## src/rtl/sg_pkg.sv

```systemverilog
package sg_pkg;
  typedef enum logic [1:0] {
    M_STD  = 2'd0,
    M_MEAS = 2'd1,
    M_SEC  = 2'd2,
    M_SUSP = 2'd3
  } mode_e;

  localparam int CLS_W = 3;

  // 1..4 are the protected classes; everything else is open memory.
  function automatic logic cls_prot(input logic [CLS_W-1:0] c);
    return (c >= 3'd1) && (c <= 3'd4);
  endfunction

  function automatic logic cls_static(input logic [CLS_W-1:0] c);
    return (c == 3'd1) || (c == 3'd2);
  endfunction

  function automatic logic cls_enc(input logic [CLS_W-1:0] c);
    return (c == 3'd2) || (c == 3'd4);
  endfunction
endpackage

```

## src/rtl/sg_mode_fsm.sv

```systemverilog
module sg_mode_fsm
  import sg_pkg::*;
(
  input  logic  clk,
  input  logic  rst_n,
  input  logic  evt_enter,
  input  logic  evt_suspend,
  input  logic  evt_resume,
  input  logic  evt_exit,
  input  logic  pc_at_entry,
  input  logic  hash_done,
  output mode_e mode_q,
  output logic  resume_fault
);
  mode_e mode_nx;

  always_comb begin
    mode_nx = mode_q;
    unique case (mode_q)
      M_STD:  if (evt_enter) mode_nx = M_MEAS;
      M_MEAS: if (hash_done) mode_nx = M_SEC;
      M_SEC: begin
        if (evt_exit)         mode_nx = M_STD;
        else if (evt_suspend) mode_nx = M_SUSP;
      end
      M_SUSP: if (evt_resume && pc_at_entry) mode_nx = M_SEC;
      default: mode_nx = M_STD;
    endcase
  end

  assign resume_fault = (mode_q == M_SUSP) && evt_resume && !pc_at_entry;

  always_ff @(posedge clk or negedge rst_n) begin
    if (!rst_n) mode_q <= M_STD;
    else        mode_q <= mode_nx;
  end
endmodule

```

## src/rtl/sg_region_match.sv

```systemverilog
module sg_region_match
  import sg_pkg::*;
#(
  parameter int NREG = 4,
  parameter int AW   = 32
) (
  input  logic [AW-1:0]         addr,
  input  logic [NREG-1:0]       cfg_en,
  input  logic [NREG*AW-1:0]    cfg_base,
  input  logic [NREG*AW-1:0]    cfg_limit,
  input  logic [NREG*CLS_W-1:0] cfg_class,
  output logic [CLS_W-1:0]      cls
);
  logic [NREG-1:0] hit;

  for (genvar gi = 0; gi < NREG; gi++) begin : g_cmp
    assign hit[gi] = cfg_en[gi]
                   && (addr >= cfg_base[gi*AW +: AW])
                   && (addr <= cfg_limit[gi*AW +: AW]);
  end

  // Scan from the top index down so the lowest matching window lands last.
  always_comb begin
    cls = '0;
    for (int i = NREG - 1; i >= 0; i--) begin
      if (hit[i]) cls = cfg_class[i*CLS_W +: CLS_W];
    end
  end
endmodule

```

## src/rtl/sg_access_rule.sv

```systemverilog
module sg_access_rule
  import sg_pkg::*;
(
  input  mode_e            mode_q,
  input  logic [CLS_W-1:0] cls,
  input  logic             acc_valid,
  input  logic             acc_write,
  input  logic             acc_fetch,
  output logic             acc_ready,
  output logic             acc_permit,
  output logic             acc_fault,
  output logic             acc_verify,
  output logic             acc_decrypt
);
  logic take, wr_eff, deny;

  assign acc_ready = (mode_q != M_MEAS);
  assign take      = acc_valid && acc_ready;
  assign wr_eff    = acc_write && !acc_fetch;
  assign deny      = (cls_static(cls) && wr_eff)
                   || (cls_prot(cls) && (mode_q != M_SEC));

  assign acc_fault   = take && deny;
  assign acc_permit  = take && !deny;
  assign acc_verify  = acc_permit && cls_prot(cls);
  assign acc_decrypt = acc_permit && cls_enc(cls);
endmodule

```

## src/rtl/sec_region_guard.sv

```systemverilog
module sec_region_guard
  import sg_pkg::*;
#(
  parameter int NREG = 4,
  parameter int AW   = 32
) (
  input  logic                  clk,
  input  logic                  rst_n,
  input  logic                  evt_enter,
  input  logic                  evt_suspend,
  input  logic                  evt_resume,
  input  logic                  evt_exit,
  input  logic [AW-1:0]         pc,
  input  logic [AW-1:0]         cfg_resume_pc,
  output logic                  hash_start,
  input  logic                  hash_done,
  input  logic [NREG-1:0]       cfg_en,
  input  logic [NREG*AW-1:0]    cfg_base,
  input  logic [NREG*AW-1:0]    cfg_limit,
  input  logic [NREG*CLS_W-1:0] cfg_class,
  input  logic                  acc_valid,
  output logic                  acc_ready,
  input  logic [AW-1:0]         acc_addr,
  input  logic                  acc_write,
  input  logic                  acc_fetch,
  output logic                  acc_permit,
  output logic                  acc_fault,
  output logic                  acc_verify,
  output logic                  acc_decrypt,
  output logic [1:0]            mode,
  output logic                  resume_fault
);
  mode_e            mode_q;
  logic [CLS_W-1:0] cls;

  sg_mode_fsm u_fsm (
    .clk          (clk),
    .rst_n        (rst_n),
    .evt_enter    (evt_enter),
    .evt_suspend  (evt_suspend),
    .evt_resume   (evt_resume),
    .evt_exit     (evt_exit),
    .pc_at_entry  (pc == cfg_resume_pc),
    .hash_done    (hash_done),
    .mode_q       (mode_q),
    .resume_fault (resume_fault)
  );

  sg_region_match #(.NREG(NREG), .AW(AW)) u_match (
    .addr      (acc_addr),
    .cfg_en    (cfg_en),
    .cfg_base  (cfg_base),
    .cfg_limit (cfg_limit),
    .cfg_class (cfg_class),
    .cls       (cls)
  );

  sg_access_rule u_rule (
    .mode_q      (mode_q),
    .cls         (cls),
    .acc_valid   (acc_valid),
    .acc_write   (acc_write),
    .acc_fetch   (acc_fetch),
    .acc_ready   (acc_ready),
    .acc_permit  (acc_permit),
    .acc_fault   (acc_fault),
    .acc_verify  (acc_verify),
    .acc_decrypt (acc_decrypt)
  );

  assign mode       = mode_q;
  assign hash_start = (mode_q == M_MEAS);
endmodule

```

## config.mk

```make
export PLATFORM = sky130hd
export DESIGN_NAME = sec_region_guard
export DESIGN_NICKNAME = d
export VERILOG_FILES = /design/src/rtl/sg_pkg.sv /design/src/rtl/sg_mode_fsm.sv /design/src/rtl/sg_region_match.sv /design/src/rtl/sg_access_rule.sv /design/src/rtl/sec_region_guard.sv
export SDC_FILE = /design/constraint.sdc
export NUM_CORES = 1
export LEC_CHECK = 0
export BUFFER_PORTS_ARGS = -buffer_cell sky130_fd_sc_hd__buf_2
export CORE_AREA = 3 3 151 153
export CTS_BUF_LIST = sky130_fd_sc_hd__clkbuf_8
export CTS_CLUSTER_DIAMETER = 60
export CTS_CLUSTER_SIZE = 25
export DETAILED_ROUTE_END_ITERATION = 8
export DIE_AREA = 0 0 154 156
export HOLD_SLACK_MARGIN = 0.02
export MAX_ROUTING_LAYER = met4
export PLACE_DENSITY = 0.67
export SYNTH_ARGS = -nofsm -noshare
export SYNTH_HDL_FRONTEND = slang
export SYNTH_HIERARCHICAL = 1
export SYNTH_SLANG_ARGS = --single-unit
```

## constraint.sdc

```tcl
create_clock -name clk -period 7.1 [get_ports clk]
set_clock_uncertainty 0.05 [all_clocks]
set_input_delay 1.065 -clock clk [delete_from_list [all_inputs] [get_ports clk]]
set_output_delay 1.065 -clock clk [all_outputs]
set_load 0.02 [all_outputs]
```

==> results.py, run 1 <==
metrics = {
    "cts": {
        "cts-root-buf": "clkbuf_8",
        "postCtsHoldBufs": 0,
        "cts.repair.resized": 0,
        "cts_tree": "done",
        "clock_sinks": 2,
        "cts_buffers": 3,
        "cts_setup_buffers": 0,
        "h-tree-depth": 1,
        "clock_path_buffers": 2,
        "clkSlewWorstSetupHoldPaths_ps": 30,
        "insertion_delay_ps": 210,
    },
    "global_routing": {
        "grt_overflow": 0,
        "antenna_found_initial": 7,
        "grt_pass1_wl_um": 41500,
        "grt_max_degree": 9,
        "grt_usage": 0.223,
        "grt_pass1_vias": 8343,
    },
    "routing": {
        "final_antenna_net_count": 0,
        "vias_per_cell": 4.96,
        "first_iter_violations": 347,
        "drc": 0,
        "vias": 8281,
        "drt-pass1-iter-count": 5,
        "finalWirelength_um": 28000,
        "drt-wirelength-per-cell_um": 16.8,
    },
    "logic_synthesis": {
        "synth_enable_flop_cells": 0,
        "synth.top_cells.by_area": "ha_1, inv_1, a21oi_1",
        "ys_seq_elements": 2,
        "postSynthCellCount": 995,
        "ys.flop_type": "dfrtp_1",
        "async_flop_share": 1.00,
        "syn_avg_cell_area_um2": 7.22,
        "yosys_warnings": 6,
        "synth_top_area_frac": 0.446,
        "synth.cell_area_um2": 7190,
        "ys_seq_area_frac": 0.00697,
        "ys_types": 61,
        "synth_nets": 1629,
        "synth_top_area_cell": "ha_1",
    },
    "timing": {
        "maxSlewViolCount": 0,
        "period_share": 0.816,
        "fin_ws_ps": 1310,
        "layout_min_cycle_time_ps": 5790,
        "rsz0062_at_grt": "no",
        "whs_ps": 583,
        "fmax_ghz": 0.173,
        "fin_setup_tns_ps": 0,
        "worst_pin_slew_ps": 723,
        "relSlewSlack": 0.505,
        "setup_viol": 0,
        "hold_viol_final": 0,
    },
    "finish": {
        "area_growth_pct": 32.6,
        "final_cell_mix": "buf_2, inv_1, ha_1, a21oi_1, nand2_1",
        "final_area_um2": 9530,
        "largest_reg_flops": 2,
        "stdcell_count": 1671,
        "largest-register": "u_fsm/mode_q",
        "final_common_cell": "buf_2",
        "nNetsFinal": 2020,
        "layout-drive-gt1-share": 0.295,
        "top_regs": "u_fsm/mode_q: 2 flops",
    },
    "die": {
        "fp.dieH_um": 156,
        "fp.dieW_um": 154,
        "fp-row-count": 54,
        "ios": 387,
        "core_area_um2": 21700,
        "dieArea_um2": 24000,
        "initial_utilization": 0.331,
    },
    "place": {
        "dpl_cell_area_um2": 9470,
        "gp_congestion": 0.918,
        "pre_cts_slack_ps": 1160,
        "dp_cells": 1661,
        "portBuffers": 386,
        "dp_hpwl_um": 25200,
    },
    "setup_path": {
        "arrival_ps": 4680,
        "critPathLaunchType": "input pin",
        "cp_max_fo": 8,
        "criticalPathCategory": "in -> out",
        "end_kind": "output pin",
        "required_ps": 5980,
    },
    "hold_path": {
        "worstHoldPathType": "in -> async",
    },
    "pwr": {
        "powerDensity_nw_per_um2": 68.4,
        "irDropWorstVdd_mv": 0.148,
        "cellLeakagePower_nw": 6.01,
    },
    "job": {
        "cap_violations": 0,
    },
    "status": {
        "status": "complete, no violations",
    },
}
layer usage:
metal / up-vias / routed length, um / global-route usage
met4: 0 / 552 / 0.0542
met1: 3695 / 11900 / 0.266
met2: 282 / 13900 / 0.397
met5: - / 0 / -
met3: 31 / 1690 / 0.0302
li1: 4273 / - / -
where the power goes:
| part | leakage (nW) | switching, mW | internal [mW] |
|---|---|---|---|
| clock network | 0.0216 | 0.00864 | 0.0358 |
| registers | 0.0208 | 0.00963 | 0.0165 |
| logic | 5.97 | 0.318 | 0.263 |
cell type report:
type	count	area, um^2
Multi-Input combinational cell	732	6160
Antenna cell	7	17.5
Inverter	261	980
Sequential cell	2	50.0
Clock buffer	3	41.3
Timing Repair Buffer	386	1930
Tap cell	280	350
Fill cell	2293	12200
critical path, cell delays in order:
cell and delay [ps]:
buf_2 170, ha_1 310, a21oi_1 150, o21ai_1 110
a221o_1 370, a2111oi_0 690, o21ai_1 170, a22oi_2 270
nand3_1 130, a31oi_1 370, nor3_1 140, or3b_1 370
a21oi_1 170, buf_2 190
worst paths after layout:
check / end / slack [ps] / cells after the start / start
worst min register to register: u_fsm/mode_q[1] / 610 / 2 / u_fsm/mode_q[0]
max in group asynchronous: u_fsm/mode_q[1] / 6320 / 1 / rst_n
worst min-delay path: u_fsm/mode_q[0] / 580 / 1 / rst_n
worst max register to register: u_fsm/mode_q[0] / 5920 / 1 / u_fsm/mode_q[1]
min in group clk: u_fsm/mode_q[1] / 610 / 2 / u_fsm/mode_q[0]
worst max-delay path: acc_fault / 1310 / 14 / acc_addr[17]
synthesized netlist by cell type, types with 3 or more instances:
master,n
o21ai_1,11
nand2b_2,3
xor2_1,33
mux2i_1,3
a31oi_1,6
o211ai_1,7
o211a_1,3
nor3_1,9
nand3_1,29
and4_1,3
and3_1,4
nor2b_1,9
o221ai_1,3
inv_1,261
nand2_1,55
nand2b_1,4
ha_1,256
a21oi_1,87
a211oi_1,10
a2111oi_0,4
a21o_1,33
nor2_1,28
o21a_1,5
nor4_1,14
nand4_1,42
o21ai_0,27
stage by stage:
step,util,total power [mW]
floorplan,-,0.355
global placement,0.437,0.592
detailed placement,0.437,0.605
CTS,0.438,0.655
global route,0.439,0.736
finish,0.439,0.652
logic make-up (layout without fill, tap and decap cells):
logic type / count (synthesis) / in the layout / synth area share
buffers and inverters: 261 / 650 / 0.136
AND/OR/NAND/NOR: 210 / 210 / 0.153
multiplexers: 4 / 4 / 0.00731
XOR/XNOR: 34 / 34 / 0.0414
adder cells (fa/ha/maj): 256 / 256 / 0.446
AO/OA/AOI/OAI: 228 / 228 / 0.209
flip-flops: 2 / 2 / 0.00697
other: 0 / 7 / 0
Note: power is estimated with default switching activity, not from simulation.
==> run 2: changes to the inputs <==
--- a/config.mk
+++ b/config.mk
@@ -5,16 +5,17 @@
 export SDC_FILE = /design/constraint.sdc
 export NUM_CORES = 1
 export LEC_CHECK = 0
+export ABC_AREA = 1
 export BUFFER_PORTS_ARGS = -buffer_cell sky130_fd_sc_hd__buf_2
-export CORE_AREA = 3 3 151 153
+export CORE_AREA = 3 3 149 151
 export CTS_BUF_LIST = sky130_fd_sc_hd__clkbuf_8
 export CTS_CLUSTER_DIAMETER = 60
 export CTS_CLUSTER_SIZE = 25
 export DETAILED_ROUTE_END_ITERATION = 8
-export DIE_AREA = 0 0 154 156
+export DIE_AREA = 0 0 152 154
 export HOLD_SLACK_MARGIN = 0.02
 export MAX_ROUTING_LAYER = met4
-export PLACE_DENSITY = 0.67
+export PLACE_DENSITY = 0.74
 export SYNTH_ARGS = -nofsm -noshare
 export SYNTH_HDL_FRONTEND = slang
 export SYNTH_HIERARCHICAL = 1
==> constraint.sdc (replaced) <==
create_clock -name clk -period 5.1 [get_ports clk]
set_clock_uncertainty 0.05 [all_clocks]
set_input_delay 0.765 -clock clk [delete_from_list [all_inputs] [get_ports clk]]
set_output_delay 0.765 -clock clk [all_outputs]
set_load 0.02 [all_outputs]
==> run 2 against run 1 <==
Area after synthesis increased by 9.3%. Routed wire length is 0.54% higher. Setup slack got worse by 490 ps. Sequential power increased by 100%. Total power rose by 56%. Sequential share of layout area barely moved. Synthesized cell count grew 33%. Critical endpoint is now acc_decrypt. Largest cell class unchanged.
==> results.py, run 2 <==
metrics = {
    "setup_path": {
        "required_ps": 4280,
        "crit_path_start": "acc_addr[0]",
        "path_common_cell": "nand2_1",
        "end_kind": "output pin",
        "arrival_ps": 3470,
        "worst_r2r_startpoint": "u_fsm/mode_q[0]",
        "criticalPathCategory": "in -> out",
        "cp_max_fo": 8,
        "path_buf_inv": 4,
        "worstPathCellList": "buf_2 > inv_1 > ha_1 > nand4_1 > nor2_1 > nor2_1 > nand2_1 > nand2_1 > nand2_1 > nand2_1 > a21oi_1 > nand3_1 > nand2_1 > nand3_1 > a21oi_2 > nand2_1 > clkinv_1 > nor2_1 > nand2_1 > nand3_2 > nor2_1 > buf_2",
        "r2r.worst_path.cells": 5,
        "critPathLaunchType": "input pin",
        "path_delay_family": "simple AND/OR/NAND/NOR gates",
        "rrSetupSlack_ps": 3850,
        "r2r-end": "u_fsm/mode_q[1]",
        "cp_slowest_cell": "ha_1",
        "worst_path_largest_cell_delay_ps": 350,
    },
    "finish": {
        "largest-register": "u_fsm/mode_q",
        "final_common_cell": "buf_2",
        "layout-drive-gt1-share": 0.249,
        "nFillCells": 2224,
        "top_regs": "u_fsm/mode_q: 2 flops",
        "nNetsFinal": 2352,
        "largest_reg_flops": 2,
        "final_area_um2": 10200,
        "final_cell_mix": "buf_2, inv_1, nand2_1, ha_1, a21oi_1",
        "area_growth_pct": 29.7,
    },
    "logic_synthesis": {
        "yosys.cell_count.top_type": "inv_1",
        "ys_types": 32,
        "synth_enable_flop_cells": 0,
        "synth.top_cells.by_area": "ha_1, inv_1, nand2_1",
        "postSynthCellCount": 1326,
        "syn_avg_cell_area_um2": 5.92,
        "synth_top_area_cell": "ha_1",
        "async_flop_share": 1.00,
        "ys_seq_elements": 2,
        "yosys_warnings": 6,
        "synth_common_cells": "inv_1, nand2_1, ha_1, a21oi_1, nor2_1",
        "synth_top_area_frac": 0.408,
        "ys_seq_area_frac": 0.00637,
        "ys.flop_type": "dfrtp_1",
        "synth_nets": 1960,
        "synth.cell_area_um2": 7860,
    },
    "place": {
        "dpl_cell_area_um2": 10100,
        "portBuffers": 386,
        "dp_hpwl_um": 25900,
        "gp_congestion": 0.981,
    },
    "routing": {
        "drt-pass1-iter-count": 5,
        "final_antenna_net_count": 0,
        "finalWirelength_um": 28200,
        "first_iter_violations": 343,
        "vias": 9192,
        "drc": 0,
        "drt-wirelength-per-cell_um": 14.1,
        "vias_per_cell": 4.61,
    },
    "die": {
        "fp-row-count": 53,
        "core_area_um2": 21000,
        "fp.dieW_um": 152,
        "ios": 387,
        "fp.dieH_um": 154,
        "dieArea_um2": 23400,
        "initial_utilization": 0.375,
    },
    "global_routing": {
        "busiest_layer": "met2",
        "grt_overflow": 0,
        "grt_pass1_wl_um": 43500,
        "use_met2": 0.417,
        "grt_usage": 0.232,
        "met3_usage": 0.0166,
        "grt_max_degree": 10,
        "grt_pass1_vias": 8808,
        "grt_use_met1": 0.291,
        "antenna_found_initial": 2,
    },
    "timing": {
        "setup_viol": 0,
        "period_share": 0.840,
        "rsz0062_at_grt": "no",
        "hold_viol_final": 0,
        "layout_min_cycle_time_ps": 4290,
        "relSlewSlack": 0.667,
        "worst_pin_slew_ps": 495,
        "fin_setup_tns_ps": 0,
        "fmax_ghz": 0.233,
        "maxSlewViolCount": 0,
    },
    "pwr": {
        "irDropWorstVdd_mv": 0.107,
        "p_comb_frac": 0.889,
        "clkPwrFrac": 0.059,
        "p_int_mw": 0.455,
        "p_sw_mw": 0.562,
        "powerDensity_nw_per_um2": 99.8,
        "power_frac_seq": 0.052,
        "cellLeakagePower_nw": 6.96,
        "swShare": 0.553,
    },
    "cts": {
        "cts-root-buf": "clkbuf_8",
        "postCtsHoldBufs": 0,
        "clkSlewWorstSetupHoldPaths_ps": 30,
        "clock_path_buffers": 2,
        "cts.repair.resized": 0,
        "insertion_delay_ps": 210,
        "h-tree-depth": 1,
        "clock_sinks": 2,
        "cts_setup_buffers": 0,
        "cts_buffers": 3,
        "cts_tree": "done",
    },
    "job": {
        "cap_violations": 0,
    },
    "hold_path": {
        "worstHoldPathType": "in -> async",
    },
    "status": {
        "status": "complete, no violations",
    },
}
-- run 2: cell types whose count changed in the layout (fill, tap and decap cells not counted), moves of 13 or more --
cell	change
nand4_1	-18
a21oi_1	+36
nor2_1	+83
inv_1	+94
xor2_1	-30
nand2_1	+268
a21o_1	-32
nor4_1	-13
-- run 2: cells by family after synthesis --
group,Yosys count,share of synthesized area
buffers and inverters,363,0.173
flip-flops,2,0.00637
XOR/XNOR,3,0.00335
AO/OA/AOI/OAI,184,0.128
adder cells (fa/ha/maj),256,0.408
AND/OR/NAND/NOR,518,0.281
-- run 2: layer usage --
layer	share of wire	up-vias	wire, um
met5	0	-	0
met4	0.014	0	401
met3	0.043	26	1210
met2	0.49	266	13900
met1	0.45	3938	12700
li1	-	4962	-
-- run 2: worst max-delay path by stage --
stage / to / slack, ps / cells past startpoint
6_report: acc_decrypt / 810 / 22
3_5_place_dp: acc_decrypt / 760 / 22
5_1_grt: acc_decrypt / 380 / 22
3_3_place_gp: acc_decrypt / 790 / 22
2_1_floorplan: acc_fault / 1530 / 16
4_1_cts: acc_decrypt / 750 / 22
-- run 2: metrics by stage --
step / power [mW] / util / hold WS (ps) / setup WS (ps) / instances
6_report: 1.02 / 0.486 / 288 / 814 / 1994
5_1_grt: 1.16 / 0.486 / 290 / 378 / 1993
4_1_cts: 1.02 / 0.486 / 285 / 751 / 1991
3_5_place_dp: 0.954 / 0.484 / 501 / 760 / 1988
3_3_place_gp: 0.931 / 0.484 / 500 / 789 / 1988
2_1_floorplan: 0.589 / - / 419 / 1530 / 1326
-- run 2: final cells by class --
class	count	area, um^2	area share
antenna	3	7.51	0.000737
clock buffer	3	41.3	0.00405
inverter	363	1360	0.134
multi-input combinational	961	6440	0.632
sequential	2	50.0	0.00491
tap	275	344	0.0338
timing repair buffer	387	1940	0.190
-- run 2: power groups by stage --
stage | logic (mW) | clock network, mW | registers (mW)
finish | 0.904 | 0.0598 | 0.0530
global route | 1.04 | 0.0637 | 0.0553
CTS | 0.908 | 0.0610 | 0.0516
detailed placement | 0.902 | 0 | 0.0516
global placement | 0.880 | 0 | 0.0512
floorplan | 0.536 | 0 | 0.0527
